### config.mk
export PLATFORM = sky130hd
export DESIGN_NAME = sb_ctrl
export DESIGN_NICKNAME = d
export VERILOG_FILES = /design/src/rtl/sb_pkg.sv /design/src/rtl/sb_issue.sv /design/src/rtl/sb_regstat.sv /design/src/rtl/sb_slot.sv /design/src/rtl/sb_wbperm.sv /design/src/rtl/sb_ctrl.sv
export SDC_FILE = /design/constraint.sdc
export NUM_CORES = 1
export LEC_CHECK = 0
export ABC_AREA = 1
export BUFFER_PORTS_ARGS = -buffer_cell sky130_fd_sc_hd__clkbuf_2
export CAP_MARGIN = 20
export CELL_PAD_IN_SITES_DETAIL_PLACEMENT = 0
export CELL_PAD_IN_SITES_GLOBAL_PLACEMENT = 1
export CORE_MARGIN = 2
export CORE_UTILIZATION = 40
export CTS_CLUSTER_DIAMETER = 60
export DETAILED_ROUTE_END_ITERATION = 10
export GPL_TIMING_DRIVEN = 0
export PLACE_DENSITY = 0.72
export SKIP_LAST_GASP = 1
export SYNTH_ARGS = -nofsm -noshare
export SYNTH_HDL_FRONTEND = slang
export SYNTH_SLANG_ARGS = --single-unit
### constraint.sdc
create_clock -name clk_i -period 4.5 [get_ports clk_i]
set_input_delay 0.45 -clock clk_i [delete_from_list [all_inputs] [get_ports clk_i]]
set_output_delay 0.45 -clock clk_i [all_outputs]
set_load 0.01 [all_outputs]
### src/rtl/sb_pkg.sv
package sb_pkg;
  typedef enum logic [1:0] {
    CLS_INT = 2'd0,
    CLS_ADD = 2'd1,
    CLS_MUL = 2'd2,
    CLS_DIV = 2'd3
  } op_cls_e;
endpackage

### src/rtl/sb_issue.sv
module sb_issue import sb_pkg::*; #(
  parameter int NUM_REGS = 16,
  parameter int NUM_MUL  = 2,
  localparam int RW = $clog2(NUM_REGS),
  localparam int NU = 3 + NUM_MUL,
  localparam int UW = $clog2(NU)
) (
  input  logic                valid_i,
  input  op_cls_e             cls_i,
  input  logic [RW-1:0]       dst_i,
  input  logic [NU-1:0]       busy_i,
  input  logic [NUM_REGS-1:0] pend_i,
  output logic                ready_o,
  output logic [NU-1:0]       grant_o,
  output logic [UW-1:0]       unit_o
);
  logic [NU-1:0] cand, free, pick;

  always_comb begin
    cand = '0;
    unique case (cls_i)
      CLS_INT: cand[0] = 1'b1;
      CLS_ADD: cand[1] = 1'b1;
      CLS_MUL: for (int m = 0; m < NUM_MUL; m++) cand[2+m] = 1'b1;
      CLS_DIV: cand[NU-1] = 1'b1;
      default: cand = '0;
    endcase
  end

  assign free = cand & ~busy_i;

  // lowest idle unit of the class wins
  always_comb begin
    pick   = '0;
    unit_o = '0;
    for (int u = NU - 1; u >= 0; u--) begin
      if (free[u]) begin
        pick    = '0;
        pick[u] = 1'b1;
        unit_o  = UW'(u);
      end
    end
  end

  assign ready_o = (|free) && !pend_i[dst_i];
  assign grant_o = (valid_i && ready_o) ? pick : '0;
endmodule

### src/rtl/sb_regstat.sv
module sb_regstat #(
  parameter int NUM_REGS = 16,
  parameter int NU = 5,
  localparam int RW = $clog2(NUM_REGS),
  localparam int UW = $clog2(NU)
) (
  input  logic                clk_i,
  input  logic                rst_ni,
  input  logic                set_en_i,
  input  logic [RW-1:0]       set_reg_i,
  input  logic [UW-1:0]       set_unit_i,
  input  logic [NU-1:0]       wb_i,
  input  logic [RW-1:0]       fi_i [NU],
  output logic [NUM_REGS-1:0] pend_o,
  output logic [UW-1:0]       owner_o [NUM_REGS]
);
  always_ff @(posedge clk_i or negedge rst_ni) begin
    if (!rst_ni) begin
      pend_o <= '0;
      for (int r = 0; r < NUM_REGS; r++) owner_o[r] <= '0;
    end else begin
      for (int u = 0; u < NU; u++)
        if (wb_i[u]) pend_o[fi_i[u]] <= 1'b0;
      if (set_en_i) begin
        pend_o[set_reg_i]  <= 1'b1;
        owner_o[set_reg_i] <= set_unit_i;
      end
    end
  end

  a_r4_no_waw: assert property (@(posedge clk_i) disable iff (!rst_ni)
    set_en_i |-> !pend_o[set_reg_i]);
endmodule

### src/rtl/sb_slot.sv
module sb_slot #(
  parameter int RW = 4,
  parameter int NU = 5,
  parameter int ID = 0,
  localparam int UW = $clog2(NU)
) (
  input  logic          clk_i,
  input  logic          rst_ni,
  input  logic          grant_i,
  input  logic [RW-1:0] dst_i,
  input  logic [RW-1:0] src1_i,
  input  logic [RW-1:0] src2_i,
  input  logic          src1_rdy_i,
  input  logic          src2_rdy_i,
  input  logic [UW-1:0] src1_q_i,
  input  logic [UW-1:0] src2_q_i,
  input  logic [NU-1:0] wb_all_i,
  input  logic          done_i,
  output logic          busy_o,
  output logic          exd_o,
  output logic          read_o,
  output logic [RW-1:0] fi_o,
  output logic [RW-1:0] fj_o,
  output logic [RW-1:0] fk_o,
  output logic          rj_o,
  output logic          rk_o
);
  logic [UW-1:0] qj, qk;
  logic          rd_q;

  assign read_o = busy_o && !rd_q && rj_o && rk_o;

  always_ff @(posedge clk_i or negedge rst_ni) begin
    if (!rst_ni) begin
      busy_o <= 1'b0;
      exd_o  <= 1'b0;
      rd_q   <= 1'b0;
      rj_o   <= 1'b0;
      rk_o   <= 1'b0;
      fi_o   <= '0;
      fj_o   <= '0;
      fk_o   <= '0;
      qj     <= '0;
      qk     <= '0;
    end else if (grant_i) begin
      busy_o <= 1'b1;
      exd_o  <= 1'b0;
      rd_q   <= 1'b0;
      fi_o   <= dst_i;
      fj_o   <= src1_i;
      fk_o   <= src2_i;
      qj     <= src1_q_i;
      qk     <= src2_q_i;
      rj_o   <= src1_rdy_i;
      rk_o   <= src2_rdy_i;
    end else begin
      // producer broadcast marks a waiting source available
      if (busy_o && !rd_q && !rj_o && wb_all_i[qj]) rj_o <= 1'b1;
      if (busy_o && !rd_q && !rk_o && wb_all_i[qk]) rk_o <= 1'b1;
      if (read_o) begin
        rd_q <= 1'b1;
        rj_o <= 1'b0;
        rk_o <= 1'b0;
      end
      if (done_i && rd_q) exd_o <= 1'b1;
      if (wb_all_i[ID]) begin
        busy_o <= 1'b0;
        exd_o  <= 1'b0;
        rd_q   <= 1'b0;
      end
    end
  end

  a_r9_grant_idle: assert property (@(posedge clk_i) disable iff (!rst_ni)
    grant_i |-> !busy_o);
  a_r6_single_read: assert property (@(posedge clk_i) disable iff (!rst_ni)
    read_o |=> !read_o);
  a_r9_free_on_wb: assert property (@(posedge clk_i) disable iff (!rst_ni)
    wb_all_i[ID] |=> !busy_o);
endmodule

### src/rtl/sb_wbperm.sv
module sb_wbperm #(
  parameter int RW = 4,
  parameter int NU = 5
) (
  input  logic [NU-1:0] busy_i,
  input  logic [NU-1:0] exd_i,
  input  logic [RW-1:0] fi_i [NU],
  input  logic [RW-1:0] fj_i [NU],
  input  logic [RW-1:0] fk_i [NU],
  input  logic [NU-1:0] rj_i,
  input  logic [NU-1:0] rk_i,
  output logic [NU-1:0] wb_o
);
  for (genvar u = 0; u < NU; u++) begin : g_unit
    logic war;
    always_comb begin
      war = 1'b0;
      for (int f = 0; f < NU; f++) begin
        if (f != u && busy_i[f] &&
            ((rj_i[f] && fj_i[f] == fi_i[u]) || (rk_i[f] && fk_i[f] == fi_i[u])))
          war = 1'b1;
      end
    end
    assign wb_o[u] = exd_i[u] && !war;
  end
endmodule

### src/rtl/sb_ctrl.sv
module sb_ctrl import sb_pkg::*; #(
  parameter int NUM_REGS = 16,
  parameter int NUM_MUL  = 2,
  localparam int RW = $clog2(NUM_REGS),
  localparam int NU = 3 + NUM_MUL,
  localparam int UW = $clog2(NU)
) (
  input  logic          clk_i,
  input  logic          rst_ni,
  input  logic          in_valid_i,
  input  logic [1:0]    in_cls_i,
  input  logic [RW-1:0] in_dst_i,
  input  logic [RW-1:0] in_src1_i,
  input  logic [RW-1:0] in_src2_i,
  output logic          in_ready_o,
  output logic [NU-1:0] grant_o,
  output logic [NU-1:0] read_o,
  input  logic [NU-1:0] done_i,
  output logic [NU-1:0] wb_o
);
  logic [NU-1:0]       busy, exd, rj, rk;
  logic [RW-1:0]       fi [NU];
  logic [RW-1:0]       fj [NU];
  logic [RW-1:0]       fk [NU];
  logic [NUM_REGS-1:0] pend;
  logic [UW-1:0]       owner [NUM_REGS];
  logic [UW-1:0]       gnt_unit;
  logic                src1_rdy, src2_rdy;

  sb_issue #(.NUM_REGS(NUM_REGS), .NUM_MUL(NUM_MUL)) u_issue (
    .valid_i (in_valid_i),
    .cls_i   (op_cls_e'(in_cls_i)),
    .dst_i   (in_dst_i),
    .busy_i  (busy),
    .pend_i  (pend),
    .ready_o (in_ready_o),
    .grant_o (grant_o),
    .unit_o  (gnt_unit)
  );

  sb_regstat #(.NUM_REGS(NUM_REGS), .NU(NU)) u_regstat (
    .clk_i      (clk_i),
    .rst_ni     (rst_ni),
    .set_en_i   (|grant_o),
    .set_reg_i  (in_dst_i),
    .set_unit_i (gnt_unit),
    .wb_i       (wb_o),
    .fi_i       (fi),
    .pend_o     (pend),
    .owner_o    (owner)
  );

  // a producer writing back in the issue cycle counts as already written
  assign src1_rdy = !pend[in_src1_i] || wb_o[owner[in_src1_i]];
  assign src2_rdy = !pend[in_src2_i] || wb_o[owner[in_src2_i]];

  for (genvar u = 0; u < NU; u++) begin : g_slot
    sb_slot #(.RW(RW), .NU(NU), .ID(u)) u_slot (
      .clk_i      (clk_i),
      .rst_ni     (rst_ni),
      .grant_i    (grant_o[u]),
      .dst_i      (in_dst_i),
      .src1_i     (in_src1_i),
      .src2_i     (in_src2_i),
      .src1_rdy_i (src1_rdy),
      .src2_rdy_i (src2_rdy),
      .src1_q_i   (owner[in_src1_i]),
      .src2_q_i   (owner[in_src2_i]),
      .wb_all_i   (wb_o),
      .done_i     (done_i[u]),
      .busy_o     (busy[u]),
      .exd_o      (exd[u]),
      .read_o     (read_o[u]),
      .fi_o       (fi[u]),
      .fj_o       (fj[u]),
      .fk_o       (fk[u]),
      .rj_o       (rj[u]),
      .rk_o       (rk[u])
    );
  end

  sb_wbperm #(.RW(RW), .NU(NU)) u_wbperm (
    .busy_i (busy),
    .exd_i  (exd),
    .fi_i   (fi),
    .fj_i   (fj),
    .fk_i   (fk),
    .rj_i   (rj),
    .rk_i   (rk),
    .wb_o   (wb_o)
  );

  a_r3_grant_onehot: assert property (@(posedge clk_i) disable iff (!rst_ni)
    $onehot0(grant_o));
  a_r1_grant_needs_valid: assert property (@(posedge clk_i) disable iff (!rst_ni)
    (|grant_o) |-> in_valid_i);
endmodule

* After elaboration in Yosys (flattened, before gate mapping)
Index checks and enable logic that the tools add are counted.
W data, S select, Z words.
** Storage, ports and cells
- Logic and storage cells :: 505
- Input port bits :: 22
- Flip-flop bits (word level) :: 179
** Cells by class
- Muxes and demuxes :: 162
- Equal/unequal tests :: 43
- Bitwise gates (word level) :: 16
- Magnitude comparators :: 30
- Reductions and logical operators :: 187
** Operators by type and width (count)
- $eq A4 B4 Y1 :: 40
- $logic_and A1 B1 Y1 :: 114
- $mux W1 :: 114
- $mux W16 :: 6
- $and A16 B16 Y16 :: 5
- $not A16 Y16 :: 5
- $reduce_bool A3 Y1 :: 20
- $bwmux W48 :: 1
- $lt A3 B4 Y1 const B :: 12
- $lt A4 B5 Y1 const B :: 8
- $bmux W1 S3 :: 12
- $mux W3 :: 10
- $mux W5 :: 6
- $bmux W3 S4 :: 2
- $demux W1 S4 :: 6
- $ge A4 B1 Y1 const B :: 6
- $logic_not A1 Y1 :: 23
- $logic_or A1 B1 Y1 :: 22
- $or A16 B16 Y16 :: 1
- $ge A5 B5 Y1 const B :: 3
- $not A4 Y5 :: 3
- $bmux W1 S4 :: 3
- $demux W3 S4 :: 1
- $reduce_bool A2 Y1 :: 5
- other kinds (8) :: 10

* Longest topological paths before layout
Gate-level depths: netlist of the first run.
- Word-level depth :: 21
- Gate-level depth with buffers :: 20
- Depth with buffers taken out :: 17

* Hierarchy
A second synthesis of the first run with hierarchy kept.
** Second synthesis, totals
- Cells, all modules :: 2074
- Area, all modules :: 12883.6 sq um
** By module, submodules not included
- sb_slot :: area an instance 1009.7 sq um, instances 5, cells an instance 127, seq. area each 575.6 sq um
- sb_regstat :: area an instance 3224.3 sq um, instances 1, cells an instance 451, seq. area each 1601.5 sq um
- sb_wbperm :: area an instance 2662.6 sq um, instances 1, cells an instance 579, seq. area each 0.0 sq um
- sb_ctrl :: area an instance 1614.0 sq um, instances 1, cells an instance 338, seq. area each 0.0 sq um
- sb_issue :: area an instance 334.1 sq um, instances 1, cells an instance 71, seq. area each 0.0 sq um

* Worst setup path before layout of the first run
No wires, ideal clock.
- Path kind :: input -> output
- From :: input port in_dst_i[1]
- To :: output port grant_o[4]
- Stages :: 13
- Slack :: 2234 ps
- Path buffers :: 3
- Data arrival time :: 1816 ps
- Cells stage by stage :: inv_2 > nor2_2 > inv_2 > nor2_1 > a211oi_2 > nor2_1 > nor2_1 > and3_1 > buf_4 > nand2_2 > buf_4 > inv_2 > buf_4
** Between the ends
- Word-level cells in the longest chain between the ends :: 6
** Ends and longest elaborated chain
- start, declared :: RTL line sb_ctrl.sv:12 : input logic [RW-1:0] in_dst_i,
- $bmux W1 S4 :: RTL line sb_issue.sv:45 : assign ready_o = (|free) && !pend_i[dst_i];
- $mux W1 (not written as such) :: RTL line sb_issue.sv:45
- $logic_not A1 Y1 :: RTL line sb_issue.sv:45
- $logic_and A1 B1 Y1 :: RTL line sb_issue.sv:45
- $logic_and A1 B1 Y1 :: RTL line sb_issue.sv:46 : assign grant_o = (valid_i && ready_o) ? pick : '0;
- $mux W5 :: RTL line sb_issue.sv:46
- end, declared :: RTL line sb_ctrl.sv:16 : output logic [NU-1:0] grant_o,
Every way passes these cells. The select of a mux whose other input is x is not followed.

* Worst setup path after layout of the first run
- From :: register g_slot[3].u_slot.busy_o
- To :: output port grant_o[4]
** Between the ends
- Word-level cells in the longest chain between the ends :: 7
** Ends and longest elaborated chain
- start, declared :: RTL line sb_slot.sv:19 : output logic busy_o,
- start signal, assigned :: RTL line sb_slot.sv:35 : busy_o <= 1'b0;
- start signal, assigned :: RTL line sb_slot.sv:46 : busy_o <= 1'b1;
- start signal, assigned :: RTL line sb_slot.sv:67 : busy_o <= 1'b0;
- $not A5 Y5 * :: RTL line sb_issue.sv:30 : assign free = cand & ~busy_i;
- $and A5 B5 Y5 * :: RTL line sb_issue.sv:30
- $mux W5 (4 in a row) :: RTL line sb_issue.sv:37 : if (free[u]) begin
- $mux W5 * :: RTL line sb_issue.sv:46
Mark *: on every way between the ends. The rest lies on a longest branch, timed or not.

==> results.sh, run 1 <==
export IMPL_fp_row_count=64
export IMPL_cp_slowest_stage_delay_ns=0.77
export IMPL_gp_congestion=0.9373
export IMPL_drive_above_1_share_pct=10.19
export IMPL_critPathMostFrequentCell="buf_4"
export IMPL_cap_violations=0
export IMPL_leakage_uw=0.007018
export IMPL_cp_max_fo=10
export IMPL_yosysTopAreaCellShare_pct=35.58
export IMPL_grt_use_total_pct=33.07
export IMPL_nFillCells=3310
export IMPL_dp_slack_ns=1.118
export IMPL_crit_cells=12
export IMPL_routed_wl_mm=54.07
export IMPL_viasPerCell=5.535
export IMPL_yosysTopAreaCell="dfrtp_1"
export IMPL_critPathCapture="grant_o[4]"
export IMPL_critPathRequiredTime_ns=4.05
export IMPL_timing_fmax_ghz=0.2635
export IMPL_max_clock_path_buffers=2
export IMPL_cpMaxStageDelayCell="nor4_1"
export IMPL_synth_async_reset_ratio_pct=100.0
export IMPL_cp_data_arrival_time_ns=3.34
export IMPL_drt_met1_wl_mm=23.28
export IMPL_grt_pass1_wl_mm=80.12
export IMPL_nets=2060
export IMPL_clock_latency_ns=0.47
export IMPL_syn2layout_area_growth_pct=10.84
export IMPL_cp_end_kind="primary output"
export IMPL_cts_buffers=17
export IMPL_ys_seq_area_share_pct=35.58
export IMPL_synth_edf_count=0
export IMPL_first_iter_violations=1418
export IMPL_drv_slew=0
export IMPL_dp_cells=2415
export IMPL_layout_cells_non_filler=2447
export IMPL_critPathTopFamily="simple AND/OR/NAND/NOR gates"
export IMPL_dr_wl_met3_mm=3.442
export IMPL_regArea_um2=4479
export IMPL_dieArea_um2=32910
export IMPL_drtAntennaViolNets=0
export IMPL_startpoint_type="flop"
export IMPL_cts_htree_levels=4
export IMPL_dr_pass1_iters=5
export IMPL_dieHeight_um=181.4
export IMPL_die_x_um=181.4
export IMPL_antenna_cells=0
export IMPL_via_count=13543
export IMPL_critPathLaunch="g_slot[3].u_slot.busy_o$_DFFE_PN0N_"
export IMPL_clock_root_buffer="clkbuf_16"
export IMPL_r2r_cells=14
export IMPL_worstHoldPathType="in -> async"
export IMPL_dp_hpwl_mm=39.56
export IMPL_relSlewSlack_pct=31.66
export IMPL_antenna_found_initial=0
export IMPL_grt_max_degree=101
export IMPL_path_class="reg -> out"
export IMPL_post_cts_buffers=0
export IMPL_core_um2=30830
export IMPL_rsz0062_at_grt="false"
export IMPL_cts_tree="yes"
export IMPL_synth_seq_cells=179
export IMPL_numPortBuffers=36
export IMPL_wire_per_inst_um=22.10
export IMPL_multi_input_area_um2=6808
export IMPL_synthDistinctLibCells=35
export IMPL_holdBufCountCts=0
export IMPL_irDropWorstVdd_mv=0.3335
export IMPL_numClockSinks=179
export IMPL_clk_pin_slew_worst_paths_ns=0.08
export IMPL_regToRegStartpoint="g_slot[4].u_slot.fi_o[0]$_DFFE_PN0P_"
export IMPL_period_minus_slack_ns=3.795
export IMPL_critPathBufInv=6
export IMPL_synth_warnings=0
export IMPL_fin_crit_sh_pct=84.33
export IMPL_synthTopCellsByCount="nand2_1, nor2_1, nand3_1"
export IMPL_io_pins=38
export IMPL_syn_inst=1982
export IMPL_syn_num_nets=2004
export IMPL_reg2reg_setup_slack_ns=1.33
export IMPL_worst_pin_slew_ns=1.025
export IMPL_met2_length_mm=25.11
export IMPL_remaining_drc_errors=0
export IMPL_syn_area_um2=12590
export IMPL_synth_area_leaders="dfrtp_1, nand2_1, nand3_1"
export IMPL_finalHoldViolCount=0
export IMPL_total_power_uw=9765
export IMPL_reg2reg_to="g_slot[3].u_slot.rk_o$_DFFE_PN0P_"
export IMPL_synth_main_ff_cell="dfrtp_1"
export IMPL_overflow=0
export IMPL_setup_viol=0
export IMPL_initial_core_util_pct=40.84
export IMPL_layout_setup_ws_ns=0.7051
export IMPL_outcome="complete, no violations"
export IMPL_skew_ns=0.01485
export IMPL_top_layer="met4"
export IMPL_grt_pass1_vias=12504
export IMPL_powerDensity_nw_per_um2=699.7
export IMPL_syn_area_per_cell_um2=6.352
export IMPL_cp_cell_sequence="inv_1 -> nand3_1 -> nand2_1 -> nor4_1 -> a21oi_1 -> and3_1 -> buf_4 -> nand2_2 -> buf_4 -> inv_2 -> buf_4 -> clkbuf_2"
export IMPL_yosys_cell_count_top_type="nand2_1"
export IMPL_cts_resized=0
-- kinds of logic (layout without fill, tap and decap cells) --
group / after synthesis / after routing / share of synthesized area (%)
and+or+nand+nor: 1183 / 1183 / 39.33
buffers and inverters: 294 / 363 / 10.35
AOI/OAI and AO/OA: 276 / 276 / 11.27
DFF: 179 / 179 / 35.58
xor gates and xnor gates: 50 / 50 / 3.478
-- cell type report --
class	count	area share (%)
Inverter	180	4.860
Clock buffer	18	3.075
Clock inverter	14	1.605
Timing Repair Buffer	37	1.551
Sequential cell	179	32.10
Tap cell	396	3.551
Multi-Input combinational cell	1509	48.79
Buffer	114	4.474
-- routing by layer --
metal / track usage [%] / vias to the layer above
met4: 14.37 / 0
met2: 53.75 / 543
met5: 0 / -
li1: - / 6389
met3: 5.656 / 108
met1: 43.43 / 6503
-- registers in the layout, summed over array words and instances (netlist names) --
| name | flops |
|---|---|
| g_slot.u_slot.fi_o | 20 |
| g_slot.u_slot.rk_o | 5 |
| g_slot.u_slot.exd_o | 5 |
| g_slot.u_slot.fj_o | 20 |
| g_slot.u_slot.qk | 15 |
| g_slot.u_slot.qj | 15 |
| g_slot.u_slot.rd_q | 5 |
| g_slot.u_slot.rj_o | 5 |
| u_regstat.owner_o | 48 |
| g_slot.u_slot.busy_o | 5 |
| u_regstat.pend_o | 16 |
| g_slot.u_slot.fk_o | 20 |
-- cell usage in the layout (no fill, tap or decap), drive strengths merged, types with 44 or more instances in the layout --
cell type,n
buf,90
a21oi,75
nand3,184
nand2,726
xnor2,44
inv,179
nor2,217
clkbuf,79
dfrtp,179
o21ai,187
-- how the worst min path moves through the flow --
stage,from,to,slack [ns],cells after the start
5_1_grt,rst_ni,g_slot[4].u_slot.fj_o[1]$_DFFE_PN0P_,0.07,1
6_report,rst_ni,g_slot[4].u_slot.fj_o[1]$_DFFE_PN0P_,0.01,1
3_3_place_gp,u_regstat.owner_o[16]$_DFFE_PN0P_,u_regstat.owner_o[16]$_DFFE_PN0P_,0.46,2
2_1_floorplan,rst_ni,g_slot[0].u_slot.busy_o$_DFFE_PN0N_,0.15,0
4_1_cts,rst_ni,g_slot[3].u_slot.fi_o[1]$_DFFE_PN0P_,0.06,1
3_5_place_dp,u_regstat.owner_o[16]$_DFFE_PN0P_,u_regstat.owner_o[16]$_DFFE_PN0P_,0.46,2
-- where the power goes --
part	switching [uW]	internal (uW)	total [uW]	leakage, uW
registers	588	2190	2780	0.00232
clock network	767	998	1770	0.000317
logic	3560	1660	5220	0.00438
total	4910	4850	9760	0.00702
-- worst register-to-register path, cell delays in order (launching register included) --
cell and delay, ns:
dfrtp_1 0.50, clkinv_1 0.52, nor2_1 0.24, nor2_1 0.07, nand3_1 0.09, nand2_1 0.07, nand2_1 0.06, nand2_1 0.08
nor2_1 0.19, nand2_1 0.33, inv_2 0.37, a21oi_1 0.12, nand2_1 0.29, nand2_1 0.09, nand2_1 0.10
-- through the flow --
step                setup TNS [ns]  hold WS [ns]  util (%)  instance area [um2]
finish                           0       0.01446     45.26                13950
global route                     0       0.07471     45.26                13950
CTS                              0       0.06434     45.26                13950
detailed placement               0        0.4586     43.15                13300
global placement           -109.68        0.4607     43.03                13270
floorplan                        0        0.1544         -                12590
Power figures use the tool's default switching activity.
==> run 2, diff against run 1 <==
==> constraint.sdc (replaced) <==
create_clock -name clk_i -period 3.6 [get_ports clk_i]
set_input_delay 0.36 -clock clk_i [delete_from_list [all_inputs] [get_ports clk_i]]
set_output_delay 0.36 -clock clk_i [all_outputs]
set_load 0.01 [all_outputs]
==> results.sh, run 2 (same netlist as run 1, synthesis figures left out) <==
export IMPL_initial_core_util_pct=40.84
export IMPL_path_class="reg -> out"
export IMPL_irDropWorstVdd_mv=0.4137
export IMPL_drtAntennaViolNets=0
export IMPL_nFillCells=3306
export IMPL_first_iter_violations=1401
export IMPL_via_count=13563
export IMPL_cpMaxStageDelayCell="nor4_2"
export IMPL_fin_crit_sh_pct=97.35
export IMPL_fp_row_count=64
export IMPL_wire_per_inst_um=22.12
export IMPL_cts_tree="yes"
export IMPL_reg2reg_to="g_slot[3].u_slot.rk_o$_DFFE_PN0P_"
export IMPL_finalHoldViolCount=0
export IMPL_routed_wl_mm=54.16
export IMPL_cp_slowest_stage_delay_ns=0.57
export IMPL_period_minus_slack_ns=3.505
export IMPL_timing_fmax_ghz=0.2853
export IMPL_clk_pin_slew_worst_paths_ns=0.08
export IMPL_powerDensity_nw_per_um2=873.1
export IMPL_nets=2061
export IMPL_hold_path_end="g_slot[4].u_slot.exd_o$_DFFE_PN0P_"
export IMPL_worst_pin_slew_ns=1.017
export IMPL_gp_congestion=0.9373
export IMPL_outcome="complete, no violations"
export IMPL_cp_data_arrival_time_ns=3.14
export IMPL_syn2layout_area_growth_pct=11.00
export IMPL_regMostFlops="u_regstat.owner_o"
export IMPL_final_common_cell="nand2_1"
export IMPL_core_um2=30830
export IMPL_critPathRequiredTime_ns=3.24
export IMPL_regToRegStartpoint="g_slot[4].u_slot.fi_o[0]$_DFFE_PN0P_"
export IMPL_r2r_cells=14
export IMPL_total_power_uw=12200
export IMPL_clock_root_buffer="clkbuf_16"
export IMPL_viasPerCell=5.540
export IMPL_dieHeight_um=181.4
export IMPL_remaining_drc_errors=0
export IMPL_cap_violations=0
export IMPL_final_cell_mix="nand2_1, nor2_1, nand3_1, dfrtp_1, inv_1"
export IMPL_dp_hpwl_mm=39.56
export IMPL_cp_cell_sequence="inv_1 -> nand3_1 -> nand2_1 -> nor4_2 -> a21oi_1 -> and3_1 -> buf_4 -> nand2_2 -> buf_4 -> inv_2 -> buf_4 -> clkbuf_2"
export IMPL_worstHoldPathType="in -> reg"
export IMPL_die_x_um=181.4
export IMPL_critPathTopFamily="simple AND/OR/NAND/NOR gates"
export IMPL_antenna_cells=0
export IMPL_reg2reg_setup_slack_ns=0.46
export IMPL_skew_ns=0.01552
export IMPL_rsz0062_at_grt="false"
export IMPL_layout_cells_non_filler=2448
export IMPL_place_area_um2=13300
export IMPL_io_pins=38
export IMPL_grt_use_total_pct=33.09
export IMPL_startpoint_type="flop"
export IMPL_cp_end_kind="primary output"
export IMPL_antenna_found_initial=0
export IMPL_dp_slack_ns=0.3979
export IMPL_dr_pass1_iters=6
export IMPL_cts_htree_levels=4
export IMPL_cp_max_fo=10
export IMPL_overflow=0
export IMPL_final_area_um2=13970
export IMPL_numClockSinks=179
export IMPL_grt_max_degree=101
export IMPL_critPathMostFrequentCell="buf_4"
export IMPL_cts_buffers=17
export IMPL_clock_latency_ns=0.47
export IMPL_layout_setup_ws_ns=0.09535
export IMPL_drive_above_1_share_pct=10.28
export IMPL_dp_cells=2415
export IMPL_critPathBufInv=6
export IMPL_hp_start="done_i[4]"
export IMPL_relSlewSlack_pct=32.21
export IMPL_leakage_uw=0.007022
export IMPL_setup_viol=0
export IMPL_setup_tns_final_ns=0
export IMPL_max_clock_path_buffers=2
export IMPL_dieArea_um2=32910
export IMPL_numPortBuffers=36
export IMPL_largest_reg_flops=48
export IMPL_grt_pass1_vias=12527
export IMPL_drv_slew=0
export IMPL_post_cts_buffers=0
export IMPL_grt_pass1_wl_mm=80.16
export IMPL_whs_path_depth=3
[run 2: cell count changes in the layout (fill, tap and decap cells not counted)]
cell / delta
clkinv_1: -1
nor4_2: +1
clkinvlp_4: +1
nor4_1: -1
dlygate4sd3_1: +1
[run 2: report_power, final]
part           switching (uW)  internal [uW]  total, uW
sequential                736           2740       3470
clock                     945           1250       2190
combinational            4450           2080       6530
total                    6130           6070      12200
[run 2: worst max path at each step]
stage,depth (start not counted),slack [ns],startpoint,endpoint
global route,11,0.02,g_slot[0].u_slot.fi_o[0]$_DFFE_PN0P_,wb_o[0]
finish,12,0.1,g_slot[3].u_slot.busy_o$_DFFE_PN0N_,grant_o[3]
detailed placement,13,0.40,in_cls_i[0],grant_o[3]
global placement,1,-1.45,rst_ni,u_regstat.owner_o[6]$_DFFE_PN0P_
floorplan,13,1.51,in_dst_i[1],grant_o[4]
CTS,12,0.13,g_slot[2].u_slot.fi_o[1]$_DFFE_PN0P_,wb_o[2]
[run 2: worst min-delay path, stage by stage]
cell,delay [ns]
clkbuf_2,0.07
a21oi_1,0.06
nor2_1,0.09
[run 2: what timing repair did]
action | 4_1_cts | 5_1_grt
resized for setup | 1 | 1
hold endpoints to repair | 57 | 0
setup endpoints to repair | 5 | 1
pin swaps | 0 | 0
hold buffers | 1 | 0
[run 2: area by class of cell]
| cell class | count | area [um2] | area share [%] |
|---|---|---|---|
| sequential | 179 | 4479 | 32.05 |
| buffer | 114 | 624.3 | 4.468 |
| timing repair buffer | 38 | 226.5 | 1.621 |
| clock inverter | 14 | 224.0 | 1.603 |
| inverter | 180 | 681.9 | 4.880 |
| multi-input combinational | 1509 | 6814 | 48.76 |
| tap | 396 | 495.5 | 3.546 |
| clock buffer | 18 | 429.2 | 3.071 |
[run 2: through the flow]
| step | util (%) | hold slack [ns] |
|---|---|---|
| 6_report | 45.33 | 0.1592 |
| 5_1_grt | 45.33 | 0.1741 |
| 4_1_cts | 45.32 | 0.1497 |
| 3_5_place_dp | 43.15 | 0.4505 |
| 3_3_place_gp | 43.03 | 0.4607 |
| 2_1_floorplan | - | 0.06441 |
[run 2: layer usage]
layer	wire, um	global-route usage (%)	vias to the layer above
met5	0	0	-
met1	23130	43.35	6469
met2	25240	53.89	576
met4	2320	14.63	0
met3	3464	5.535	123
li1	-	-	6395
==> run 3, diff against run 2 <==
--- a/config.mk
+++ b/config.mk
@@ -7,15 +7,13 @@
 export LEC_CHECK = 0
 export ABC_AREA = 1
 export BUFFER_PORTS_ARGS = -buffer_cell sky130_fd_sc_hd__clkbuf_2
-export CAP_MARGIN = 20
-export CELL_PAD_IN_SITES_DETAIL_PLACEMENT = 0
-export CELL_PAD_IN_SITES_GLOBAL_PLACEMENT = 1
+export CAP_MARGIN = 40
 export CORE_MARGIN = 2
 export CORE_UTILIZATION = 40
 export CTS_CLUSTER_DIAMETER = 60
 export DETAILED_ROUTE_END_ITERATION = 10
 export GPL_TIMING_DRIVEN = 0
-export PLACE_DENSITY = 0.72
+export PLACE_DENSITY = 0.54
 export SKIP_LAST_GASP = 1
 export SYNTH_ARGS = -nofsm -noshare
 export SYNTH_HDL_FRONTEND = slang
==> results.sh, run 3 (same netlist as run 1, synthesis figures left out) <==
export IMPL_syn2layout_area_growth_pct=10.65
export IMPL_numClockSinks=179
export IMPL_irDropWorstVdd_mv=0.4033
export IMPL_core_um2=30830
export IMPL_viasPerCell=5.502
export IMPL_numPortBuffers=36
export IMPL_grt_use_total_pct=32.51
export IMPL_antenna_found_initial=0
export IMPL_fin_crit_sh_pct=97.55
export IMPL_leakage_uw=0.007000
export IMPL_wire_per_inst_um=21.62
export IMPL_layout_cells_non_filler=2450
export IMPL_powerDensity_nw_per_um2=851.8
export IMPL_worst_pin_slew_ns=0.8606
export IMPL_grt_max_degree=98
export IMPL_antenna_cells=0
export IMPL_cp_end_kind="primary output"
export IMPL_nets=2063
export IMPL_cp_data_arrival_time_ns=3.15
export IMPL_violations="negative hold slack"
export IMPL_dp_cells=2418
export IMPL_largest_reg_flops=48
export IMPL_initial_core_util_pct=40.84
export IMPL_place_area_um2=13340
export IMPL_nFillCells=3292
export IMPL_dr_pass1_iters=6
export IMPL_remaining_drc_errors=0
export IMPL_critPathCapture="grant_o[0]"
export IMPL_outcome="finished with violations"
export IMPL_cap_violations=0
export IMPL_cts_htree_levels=4
export IMPL_finalHoldViolCount=14
export IMPL_via_count=13480
export IMPL_fp_row_count=64
export IMPL_rsz0062_at_grt="false"
export IMPL_reg2reg_to="g_slot[4].u_slot.rj_o$_DFFE_PN0P_"
export IMPL_gp_congestion=0.9531
export IMPL_die_x_um=181.4
export IMPL_final_area_um2=13930
export IMPL_final_common_cell="nand2_1"
export IMPL_period_minus_slack_ns=3.512
export IMPL_final_cell_mix="nand2_1, nor2_1, nand3_1, dfrtp_1, inv_1"
export IMPL_relSlewSlack_pct=42.19
export IMPL_grt_pass1_vias=12358
export IMPL_cts_buffers=17
export IMPL_worstHoldPathType="in -> async"
export IMPL_post_cts_buffers=0
export IMPL_r2r_cells=14
export IMPL_drv_slew=0
export IMPL_timing_fmax_ghz=0.2848
export IMPL_drive_above_1_share_pct=10.42
export IMPL_setup_viol=0
export IMPL_clk_pin_slew_worst_paths_ns=0.07
export IMPL_first_iter_violations=1530
export IMPL_dieArea_um2=32910
export IMPL_path_class="reg -> out"
export IMPL_total_power_uw=11870
export IMPL_skew_ns=0.01549
export IMPL_grt_pass1_wl_mm=78.86
export IMPL_reg2reg_setup_slack_ns=0.56
export IMPL_routed_wl_mm=52.96
export IMPL_regToRegStartpoint="g_slot[4].u_slot.fi_o[1]$_DFFE_PN0P_"
export IMPL_regMostFlops="u_regstat.owner_o"
export IMPL_cp_max_fo=10
export IMPL_clock_root_buffer="clkbuf_16"
export IMPL_critPathRequiredTime_ns=3.24
export IMPL_critPathLaunch="g_slot[3].u_slot.busy_o$_DFFE_PN0N_"
export IMPL_cts_tree="yes"
export IMPL_dieHeight_um=181.4
export IMPL_overflow=0
export IMPL_startpoint_type="flop"
export IMPL_drtAntennaViolNets=0
export IMPL_max_clock_path_buffers=2
export IMPL_hold_ws_ns=-0.04688
export IMPL_io_pins=38
export IMPL_dp_hpwl_mm=39.55
export IMPL_clock_latency_ns=0.47
[run 3: cell count changes in the layout (fill, tap and decap cells not counted), sizes merged, moves of 3 or more]
cell	before	now
clkinv	8	13
bufinv	5	1
buf	90	93
inv	179	176
[run 3: layout make-up]
| type | instances | area, um2 | area share (%) |
|---|---|---|---|
| clock buffer | 19 | 452.9 | 3.251 |
| clock inverter | 13 | 123.9 | 0.8892 |
| sequential | 179 | 4479 | 32.15 |
| buffer | 114 | 624.3 | 4.482 |
| timing repair buffer | 40 | 254.0 | 1.823 |
| inverter | 180 | 678.2 | 4.868 |
| tap | 396 | 495.5 | 3.557 |
| multi-input combinational | 1509 | 6823 | 48.98 |
[run 3: worst max-delay path: stages (launching register included)]
cell,delay (ns)
dfrtp_1,0.50
inv_1,0.21
nand3_1,0.14
nand2_1,0.26
nor4_4,0.39
a21oi_1,0.09
and3_1,0.22
buf_4,0.18
nand2_2,0.12
buf_4,0.25
inv_2,0.07
buf_4,0.13
clkbuf_2,0.13
[run 3: where the power goes]
part / total [uW] / switching [uW] / leakage [uW] / internal (uW)
combinational: 6480 / 4390 / 0.00441 / 2090
sequential: 3500 / 762 / 0.00232 / 2740
clock: 1890 / 893 / 0.000276 / 997
total: 11900 / 6040 / 0.00700 / 5820
[run 3: how the worst min path moves through the flow]
| stage | slack, ns | depth (start not counted) | end | start |
|---|---|---|---|---|
| after floorplan | 0.06 | 0 | g_slot[0].u_slot.busy_o$_DFFE_PN0N_ | rst_ni |
| after global placement | 0.46 | 2 | u_regstat.owner_o[16]$_DFFE_PN0P_ | u_regstat.owner_o[16]$_DFFE_PN0P_ |
| after detailed placement | 0.46 | 2 | u_regstat.owner_o[16]$_DFFE_PN0P_ | u_regstat.owner_o[16]$_DFFE_PN0P_ |
| after CTS | 0.03 | 1 | g_slot[3].u_slot.fj_o[0]$_DFFE_PN0P_ | rst_ni |
| after global routing | 0.04 | 1 | g_slot[3].u_slot.fj_o[0]$_DFFE_PN0P_ | rst_ni |
| final | -0.05 | 1 | g_slot[3].u_slot.fj_o[0]$_DFFE_PN0P_ | rst_ni |
[run 3: metal layers]
metal	global-route usage [%]	vias up	wire length [um]
met4	14.41	0	2564
li1	-	6400	-
met3	4.994	123	3617
met1	42.89	6330	22510
met5	0	-	0
met2	52.89	627	24270
[run 3: what timing repair did]
| item | in CTS | in global routing |
|---|---|---|
| setup endpoints to repair | 5 | 3 |
| hold buffers | 0 | 0 |
| gates resized for setup | 1 | 1 |
[run 3: stage by stage]
stage / TNS [ns] / utilization (%) / worst slack (ns)
6_report: 0 / 45.19 / 0.08815
5_1_grt: 0 / 45.19 / 0.02995
4_1_cts: 0 / 45.16 / 0.06719
3_5_place_dp: 0 / 43.27 / 0.3929
3_3_place_gp: -258.37 / 43.03 / -1.475
2_1_floorplan: 0 / - / 1.514
